==> config.mk <==
export PLATFORM = sky130hd
export DESIGN_NAME = xmem_read_seq
export DESIGN_NICKNAME = d
export VERILOG_FILES = /design/src/rtl/xmr_pkg.sv /design/src/rtl/xmr_req_slot.sv /design/src/rtl/xmr_strobe_gen.sv /design/src/rtl/xmr_capture.sv /design/src/rtl/xmem_read_seq.sv
export SDC_FILE = /design/constraint.sdc
export NUM_CORES = 1
export LEC_CHECK = 0
export ABC_AREA = 1
export CAP_MARGIN = 20
export CELL_PAD_IN_SITES_DETAIL_PLACEMENT = 0
export CELL_PAD_IN_SITES_GLOBAL_PLACEMENT = 1
export CORE_MARGIN = 5
export CORE_UTILIZATION = 34
export DETAILED_ROUTE_END_ITERATION = 16
export PLACE_DENSITY_LB_ADDON = 0.15
export SYNTH_ARGS = -nofsm -noshare
export SYNTH_HDL_FRONTEND = slang
export SYNTH_HIERARCHICAL = 1
export SYNTH_SLANG_ARGS = --single-unit
==> constraint.sdc <==
create_clock -name clk -period 2.1 [get_ports clk]
set_clock_uncertainty 0.05 [all_clocks]
set_input_delay 0.21 -clock clk [delete_from_list [all_inputs] [get_ports clk]]
set_output_delay 0.21 -clock clk [all_outputs]
set_load 0.05 [all_outputs]
==> src/rtl/xmr_pkg.sv <==
package xmr_pkg;

    // Coarse position inside one read cycle, derived from the tick count
    typedef enum logic [2:0] {
        PH_IDLE,
        PH_ADDR,
        PH_TURN,
        PH_READ,
        PH_DONE
    } xmr_phase_e;

endpackage

==> src/rtl/xmr_req_slot.sv <==
module xmr_req_slot #(
    parameter int ADDR_W = 20
) (
    input  logic              clk,
    input  logic              rst_n,
    input  logic              push,
    input  logic [ADDR_W-1:0] push_addr,
    input  logic              pop,
    output logic              full,
    output logic [ADDR_W-1:0] addr
);

    typedef struct packed {
        logic              full;
        logic [ADDR_W-1:0] addr;
    } slot_t;

    slot_t slot_q, slot_d;

    always_comb begin
        slot_d = slot_q;
        if (pop) begin
            slot_d.full = 1'b0;
        end
        if (push) begin
            slot_d.full = 1'b1;
            slot_d.addr = push_addr;
        end
    end

    always_ff @(posedge clk) begin
        if (!rst_n) begin
            slot_q <= '0;
        end else begin
            slot_q <= slot_d;
        end
    end

    assign full = slot_q.full;
    assign addr = slot_q.addr;

endmodule

==> src/rtl/xmr_strobe_gen.sv <==
module xmr_strobe_gen
    import xmr_pkg::*;
#(
    parameter int CNT_W    = 3,
    parameter int ALE_FALL = 2,
    parameter int OE_FALL  = 3,
    parameter int OE_RISE  = 7
) (
    input  logic             active,
    input  logic [CNT_W-1:0] tick,
    output logic             ale,
    output logic             addr_drive,
    output logic             ce_n,
    output logic             oe_n,
    output logic             cap_en
);

    xmr_phase_e phase;
    int         t;

    always_comb begin
        t = int'(tick);
        if (!active) begin
            phase = PH_IDLE;
        end else if (t < ALE_FALL) begin
            phase = PH_ADDR;
        end else if (t < OE_FALL) begin
            phase = PH_TURN;
        end else if (t < OE_RISE) begin
            phase = PH_READ;
        end else begin
            phase = PH_DONE;
        end
    end

    always_comb begin
        ale        = (phase == PH_ADDR);
        addr_drive = (phase == PH_ADDR);
        ce_n       = (phase == PH_IDLE);
        oe_n       = (phase != PH_READ);
        cap_en     = (phase == PH_READ) && (t == OE_RISE - 1);
    end

endmodule

==> src/rtl/xmr_capture.sv <==
module xmr_capture #(
    parameter int DATA_W = 16
) (
    input  logic              clk,
    input  logic              rst_n,
    input  logic              cap_en,
    input  logic [DATA_W-1:0] ad_in,
    output logic [DATA_W-1:0] rd_data,
    output logic              rd_valid
);

    typedef struct packed {
        logic              valid;
        logic [DATA_W-1:0] data;
    } cap_t;

    cap_t cap_q, cap_d;

    always_comb begin
        cap_d       = cap_q;
        cap_d.valid = cap_en;
        if (cap_en) begin
            cap_d.data = ad_in;
        end
    end

    always_ff @(posedge clk) begin
        if (!rst_n) begin
            cap_q <= '0;
        end else begin
            cap_q <= cap_d;
        end
    end

    assign rd_data  = cap_q.data;
    assign rd_valid = cap_q.valid;

endmodule

==> src/rtl/xmem_read_seq.sv <==
module xmem_read_seq #(
    parameter int ADDR_W        = 20,
    parameter int DATA_W        = 16,
    parameter int TICKS_PER_CYC = 8
) (
    input  logic                     clk,
    input  logic                     rst_n,
    input  logic                     req_valid,
    input  logic [ADDR_W-1:0]        req_addr,
    output logic                     req_ready,
    output logic [ADDR_W-DATA_W-1:0] addr_hi,
    output logic [DATA_W-1:0]        ad_out,
    output logic                     ad_oe,
    input  logic [DATA_W-1:0]        ad_in,
    output logic                     ale,
    output logic                     ce_n,
    output logic                     oe_n,
    output logic [DATA_W-1:0]        rd_data,
    output logic                     rd_valid
);

    localparam int CNT_W    = $clog2(TICKS_PER_CYC);
    localparam int LAST     = TICKS_PER_CYC - 1;
    localparam int ALE_FALL = TICKS_PER_CYC / 4;
    localparam int OE_FALL  = ALE_FALL + TICKS_PER_CYC / 8;
    localparam int OE_RISE  = OE_FALL + TICKS_PER_CYC / 2;

    typedef struct packed {
        logic              active;
        logic [CNT_W-1:0]  tick;
        logic [ADDR_W-1:0] addr;
    } seq_t;

    seq_t seq_q, seq_d;

    logic              slot_full;
    logic [ADDR_W-1:0] slot_addr;
    logic              accept;
    logic              direct;
    logic              pop;
    logic              push;
    logic              addr_drive;
    logic              cap_en;

    assign req_ready = !slot_full;
    assign accept    = req_valid && !slot_full;

    // Next cycle state: start from idle, chain at the last tick, else advance
    always_comb begin
        seq_d  = seq_q;
        direct = 1'b0;
        pop    = 1'b0;
        if (!seq_q.active) begin
            if (accept) begin
                seq_d.active = 1'b1;
                seq_d.tick   = '0;
                seq_d.addr   = req_addr;
                direct       = 1'b1;
            end
        end else if (seq_q.tick == CNT_W'(LAST)) begin
            seq_d.tick = '0;
            if (slot_full) begin
                seq_d.addr = slot_addr;
                pop        = 1'b1;
            end else if (accept) begin
                seq_d.addr = req_addr;
                direct     = 1'b1;
            end else begin
                seq_d.active = 1'b0;
            end
        end else begin
            seq_d.tick = seq_q.tick + 1'b1;
        end
    end

    always_ff @(posedge clk) begin
        if (!rst_n) begin
            seq_q <= '0;
        end else begin
            seq_q <= seq_d;
        end
    end

    assign push = accept && !direct;

    xmr_req_slot #(
        .ADDR_W (ADDR_W)
    ) u_slot (
        .clk       (clk),
        .rst_n     (rst_n),
        .push      (push),
        .push_addr (req_addr),
        .pop       (pop),
        .full      (slot_full),
        .addr      (slot_addr)
    );

    xmr_strobe_gen #(
        .CNT_W    (CNT_W),
        .ALE_FALL (ALE_FALL),
        .OE_FALL  (OE_FALL),
        .OE_RISE  (OE_RISE)
    ) u_strobe (
        .active     (seq_q.active),
        .tick       (seq_q.tick),
        .ale        (ale),
        .addr_drive (addr_drive),
        .ce_n       (ce_n),
        .oe_n       (oe_n),
        .cap_en     (cap_en)
    );

    xmr_capture #(
        .DATA_W (DATA_W)
    ) u_cap (
        .clk      (clk),
        .rst_n    (rst_n),
        .cap_en   (cap_en),
        .ad_in    (ad_in),
        .rd_data  (rd_data),
        .rd_valid (rd_valid)
    );

    assign ad_oe   = addr_drive;
    assign ad_out  = addr_drive ? seq_q.addr[DATA_W-1:0] : '0;
    assign addr_hi = seq_q.addr[ADDR_W-1:DATA_W];

endmodule

Word level (Yosys, flattened, before mapping)
Cells that the tools add are included.
Widths: inputs -> output; s select.
{"block": "classes", "n_eq_ne": 7, "reduce_logical": 9, "n_addsub": 1, "n_lt_le_gt_ge": 3, "muxes": 22}
{"op": "$mux 20", "n": 3}
{"op": "$mux 24", "n": 2}
{"op": "$mux 21", "n": 1}
{"op": "$mux 16", "n": 1}
{"op": "$mux 3", "n": 5}
{"op": "$mux 1", "n": 10}
{"op": "$eq 3x2->1 const B", "n": 2}
{"op": "$lt 3x2->1 const B", "n": 2}
{"op": "$ne 3x2->1 const B", "n": 2}
{"op": "$reduce_bool 2->1", "n": 2}
{"op": "$add 3x1->3 const B", "n": 1}
{"op": "$eq 3x1->1 const B", "n": 1}
{"op": "$eq 3x3->1 const B", "n": 1}
{"op": "$logic_and 1x1->1", "n": 3}
{"op": "$logic_not 3->1", "n": 1}
{"op": "$lt 3x3->1 const B", "n": 1}
{"op": "$reduce_and 3->1", "n": 1}
{"op": "$logic_not 1->1", "n": 2}
{"op": "$ne 2x1->1 const B", "n": 1}
{"block": "word_totals", "reg_bits": 62, "out_inout_bits": 42}

Longest topological paths before layout
{"block": "depth", "depth_word": 9, "depth_mapped": 9, "ltp_nobuf": 8}

Modules after synthesis
Netlist, hierarchy kept.
{"mod": "xmem_read_seq", "area_each_um2": 1843.0, "n_inst": 1, "cells_each": 349}
{"mod": "xmr_req_slot", "area_each_um2": 729.4, "n_inst": 1, "cells_each": 92}
{"mod": "xmr_capture", "area_each_um2": 721.9, "n_inst": 1, "cells_each": 105}
{"mod": "xmr_strobe_gen", "area_each_um2": 48.8, "n_inst": 1, "cells_each": 10}

Least setup slack after synthesis
Ideal clock, no wire load.
{"block": "synth_timing", "path_type": "register -> output", "start": "register seq_q[23] (netlist bit)", "end": "output port ad_out[10]", "t_required_ns": 1.840, "t_arrival_ns": 2.712, "setup_slack_ns": -0.872, "stages_incl_launch_ff": 7, "cell_sequence": "dfxtp_1 > inv_1 > nor3_1 > clkbuf_1 > clkbuf_1 > nand2_1 > inv_1"}
{"block": "synth_between", "elab_chain_len": 3}
{"element": "start, declared", "line_no": "xmem_read_seq.sv:34", "rtl": "seq_t seq_q, seq_d;"}
{"element": "start signal, assigned", "line_no": "xmem_read_seq.sv:80", "rtl": "seq_q <= seq_d;"}
{"element": "$mux 3", "line_no": "xmr_strobe_gen.sv:23", "rtl": "if (!active) begin"}
{"element": "$eq 3x1->1", "line_no": "xmr_strobe_gen.sv:38", "rtl": "addr_drive = (phase == PH_ADDR);"}
{"element": "net ad_oe", "line_no": "xmem_read_seq.sv:13", "rtl": "output logic ad_oe,"}
{"element": "$mux 16", "line_no": "xmem_read_seq.sv:125", "rtl": "assign ad_out = addr_drive ? seq_q.addr[DATA_W-1:0] : '0;"}
{"element": "end, declared", "line_no": "xmem_read_seq.sv:12", "rtl": "output logic [DATA_W-1:0] ad_out,"}
The timed path passes the listed nets, and every way through them passes these cells.

Final worst setup path
{"block": "layout_timing", "start": "register seq_q[23] (netlist bit)", "end": "output port ad_out[15]"}
{"block": "layout_between", "elab_chain_len": 3}
{"element": "$mux 3", "line_no": "xmr_strobe_gen.sv:23"}
{"element": "$eq 3x1->1", "line_no": "xmr_strobe_gen.sv:38"}
{"element": "$mux 16", "line_no": "xmem_read_seq.sv:125"}
Every way passes these cells.

==> results.yml <==
layout:
  area_growth_pct: 38.3
  layout_common_cells: "nand2_1, nor2_1, inv_1, dfxtp_1, clkdlybuf4s50_1"
  final_common_cell: "nand2_1"
  diodes: 0
  layout.nets: 661
  fin_cells: 755
  drive_gt1_share_pct: 12.4
worst_setup_path:
  crit_type: "reg2out"
  crit_fanout: 18
  worst-r2r-setup-slack_ps: 260
  rr_endpoint: "u_slot/addr[1]"
  crit_required_ps: 1840
  cp-start-kind: "flip-flop"
  critPathLaunch: "seq_q[23]"
  reg2regPathDepth: 6
  cp.arrival_ps: 1670
  worstSetupEndpointType: "primary output"
  reg2reg_from: "seq_q[20]"
placed_design:
  dp_hpwl_um: 5790
  dp.cells: 741
  place.gp.congestion: 0.710
  portBuffers: 80
yosys:
  yosys_warnings: 6
  syn_inst: 556
  syn_avg_cell_area_sq_um: 6.01
  ys_types: 21
  yosysSeqAreaShare_pct: 37.1
  synth_area_sq_um: 3340
  ys_seq_elements: 62
  synth_fp_nets: 598
flow_run:
  cap_violations: 0
grt:
  groute.usage.overall_pct: 15.4
  grt_start_max_net_pins: 41
  antenna_found_initial: 0
  grt_pass1_wl_um: 14600
  grt_overflow_total: 0
  grt_pass1_vias: 3009
pwr:
  swShare_pct: 31.0
  clkPwrFrac_pct: 31.9
  ir_worst_vdd_v: 0.000336
  pwr_density_cell_nw_per_um2: 647
  p_seq_share_pct: 43.4
  power_leakage_uw: 0.00212
  power.switching_uw: 926
  p_comb_share_pct: 24.6
  internal_power_uw: 2070
timing:
  min_period_ps: 1930
  finalSetupViolCount: 0
  timing.final.crit_share_pct: 92.1
  maxSlewViolCount: 0
  rsz0062_at_grt: "no"
  worst_pin_slew_ps: 742
  timing.fmax_ghz: 0.517
  maxSlewHeadroom_pct: 50.5
  hold_viol_final: 0
  timing.setup.tns_ps: 0
clock_tree:
  cts.sinks: 62
  clk_pin_slew_ps: 70
  cts-root-buf: "clkbuf_8"
  cts_setup_buffers: 0
  post_cts_resized: 1
  cts_inserted_buffers: 9
  cts_buffer_depth: 2
  cts_tree: "done"
  hold_buffers: 0
  htreeDepth: 3
  clk_latency_ps: 330
floorplan:
  io_pins: 81
  die_area_sq_um: 11900
  die_y_um: 109
  die_w_um: 109
  start_util_pct: 34.5
  coreArea_sq_um: 9680
  rows: 36
route:
  dr.pass1.iters: 4
  wirelength_um: 8550
  antenna_left: 0
  viasPerCell: 4.29
  dr_total_vias: 3237
  drc: 0
  drt_iter0_drc: 151
  avgRoutedWirePerCell_um: 11.3
hold_path:
  hold_path_end: "addr_hi[0]"
  hp-class: "in2reg"
  hp-start: "rst_n"
  hold_depth: 3
run_status:
  outcome: "finished clean"
-- sequential cells by signal, indices dropped and copies added (netlist names) --
register and cells:
u_cap/rd_valid 1, u_slot/full 1, seq_q 20, u_slot/addr 20, addr_hi 4, u_cap/rd_data 16
-- synthesized netlist by cell type --
| cell | count | area (sq um) |
|---|---|---|
| a21oi_1 | 4 | 20.0 |
| nand3_1 | 23 | 115 |
| nand2_1 | 163 | 612 |
| clkbuf_8 | 1 | 13.8 |
| a21oi_2 | 1 | 8.76 |
| buf_6 | 2 | 22.5 |
| buf_4 | 9 | 67.6 |
| buf_8 | 2 | 30.0 |
| inv_2 | 1 | 3.75 |
| clkbuf_2 | 2 | 10.0 |
| ha_1 | 3 | 37.5 |
| or2_0 | 1 | 6.26 |
| clkbuf_1 | 4 | 15.0 |
| o21ai_0 | 20 | 100 |
| nor2_1 | 116 | 435 |
| dfxtp_1 | 62 | 1240 |
| nand4_1 | 20 | 125 |
| buf_2 | 14 | 70.1 |
| buf_1 | 4 | 15.0 |
| nor3_1 | 3 | 15.0 |
| inv_1 | 101 | 379 |
-- layer usage --
layer	vias to the layer above	GRT usage [%]	routed length [um]
met2	78	23.6	3600
met3	9	3.08	536
met4	0	5.14	111
met5	-	0	0
li1	1756	-	-
met1	1394	21.6	4300
-- power by group through the flow --
stage	Sequential [uW]	Combinational (uW)	Clock, uW
after floorplan	1310	497	0
after global placement	1320	737	0
after detailed placement	1320	741	0
after CTS	1300	745	1000
after global routing	1310	825	1050
final	1300	737	956
-- per-stage QoR --
stage	setup slack [ps]	power [uW]	area (sq um)	utilization (%)	hold WS, ps
5_1_grt	22.9	3190	4620	47.8	339
4_1_cts	27.0	3040	4620	47.7	303
2_1_floorplan	-54.1	1810	3480	-	286
6_report	166	2990	4620	47.8	327
3_5_place_dp	260	2070	4440	45.9	413
3_3_place_gp	279	2060	4440	45.9	409
-- worst max-delay path: stages (launching register included) --
cell and delay [ps]:
dfxtp_4 420, clkinvlp_4 150, nor3_4 220, buf_8 220
nand2_1 110, clkinvlp_4 90, buf_12 130
-- layout make-up --
class	count	area, sq um
sequential	62	1240
timing repair buffer	90	1080
clock buffer	13	169
tap	133	166
fill	1027	5060
clock inverter	1	5.00
inverter	102	447
multi-input combinational	354	1520
-- cells by family (layout without fill, tap and decap cells) --
family | after synthesis | after routing | synth area share [%]
AOI/OAI and AO/OA | 25 | 25 | 3.85
adders and majority gates | 3 | 3 | 1.12
buffers and inverters | 140 | 206 | 18.7
DFF | 62 | 62 | 37.1
and+or+nand+nor | 326 | 326 | 39.1
-- worst max path at each step --
| stage | endpoint | slack [ps] | depth (start not counted) |
|---|---|---|---|
| final | ad_out[15] | 170 | 6 |
| after global routing | u_slot/addr[5] | 20 | 6 |
| after CTS | ad_out[15] | 30 | 6 |
| after detailed placement | u_slot/addr[1] | 260 | 6 |
| after global placement | u_slot/addr[11] | 280 | 6 |
| after floorplan | ad_out[10] | -50 | 6 |
(Power assumes the default switching activity.)
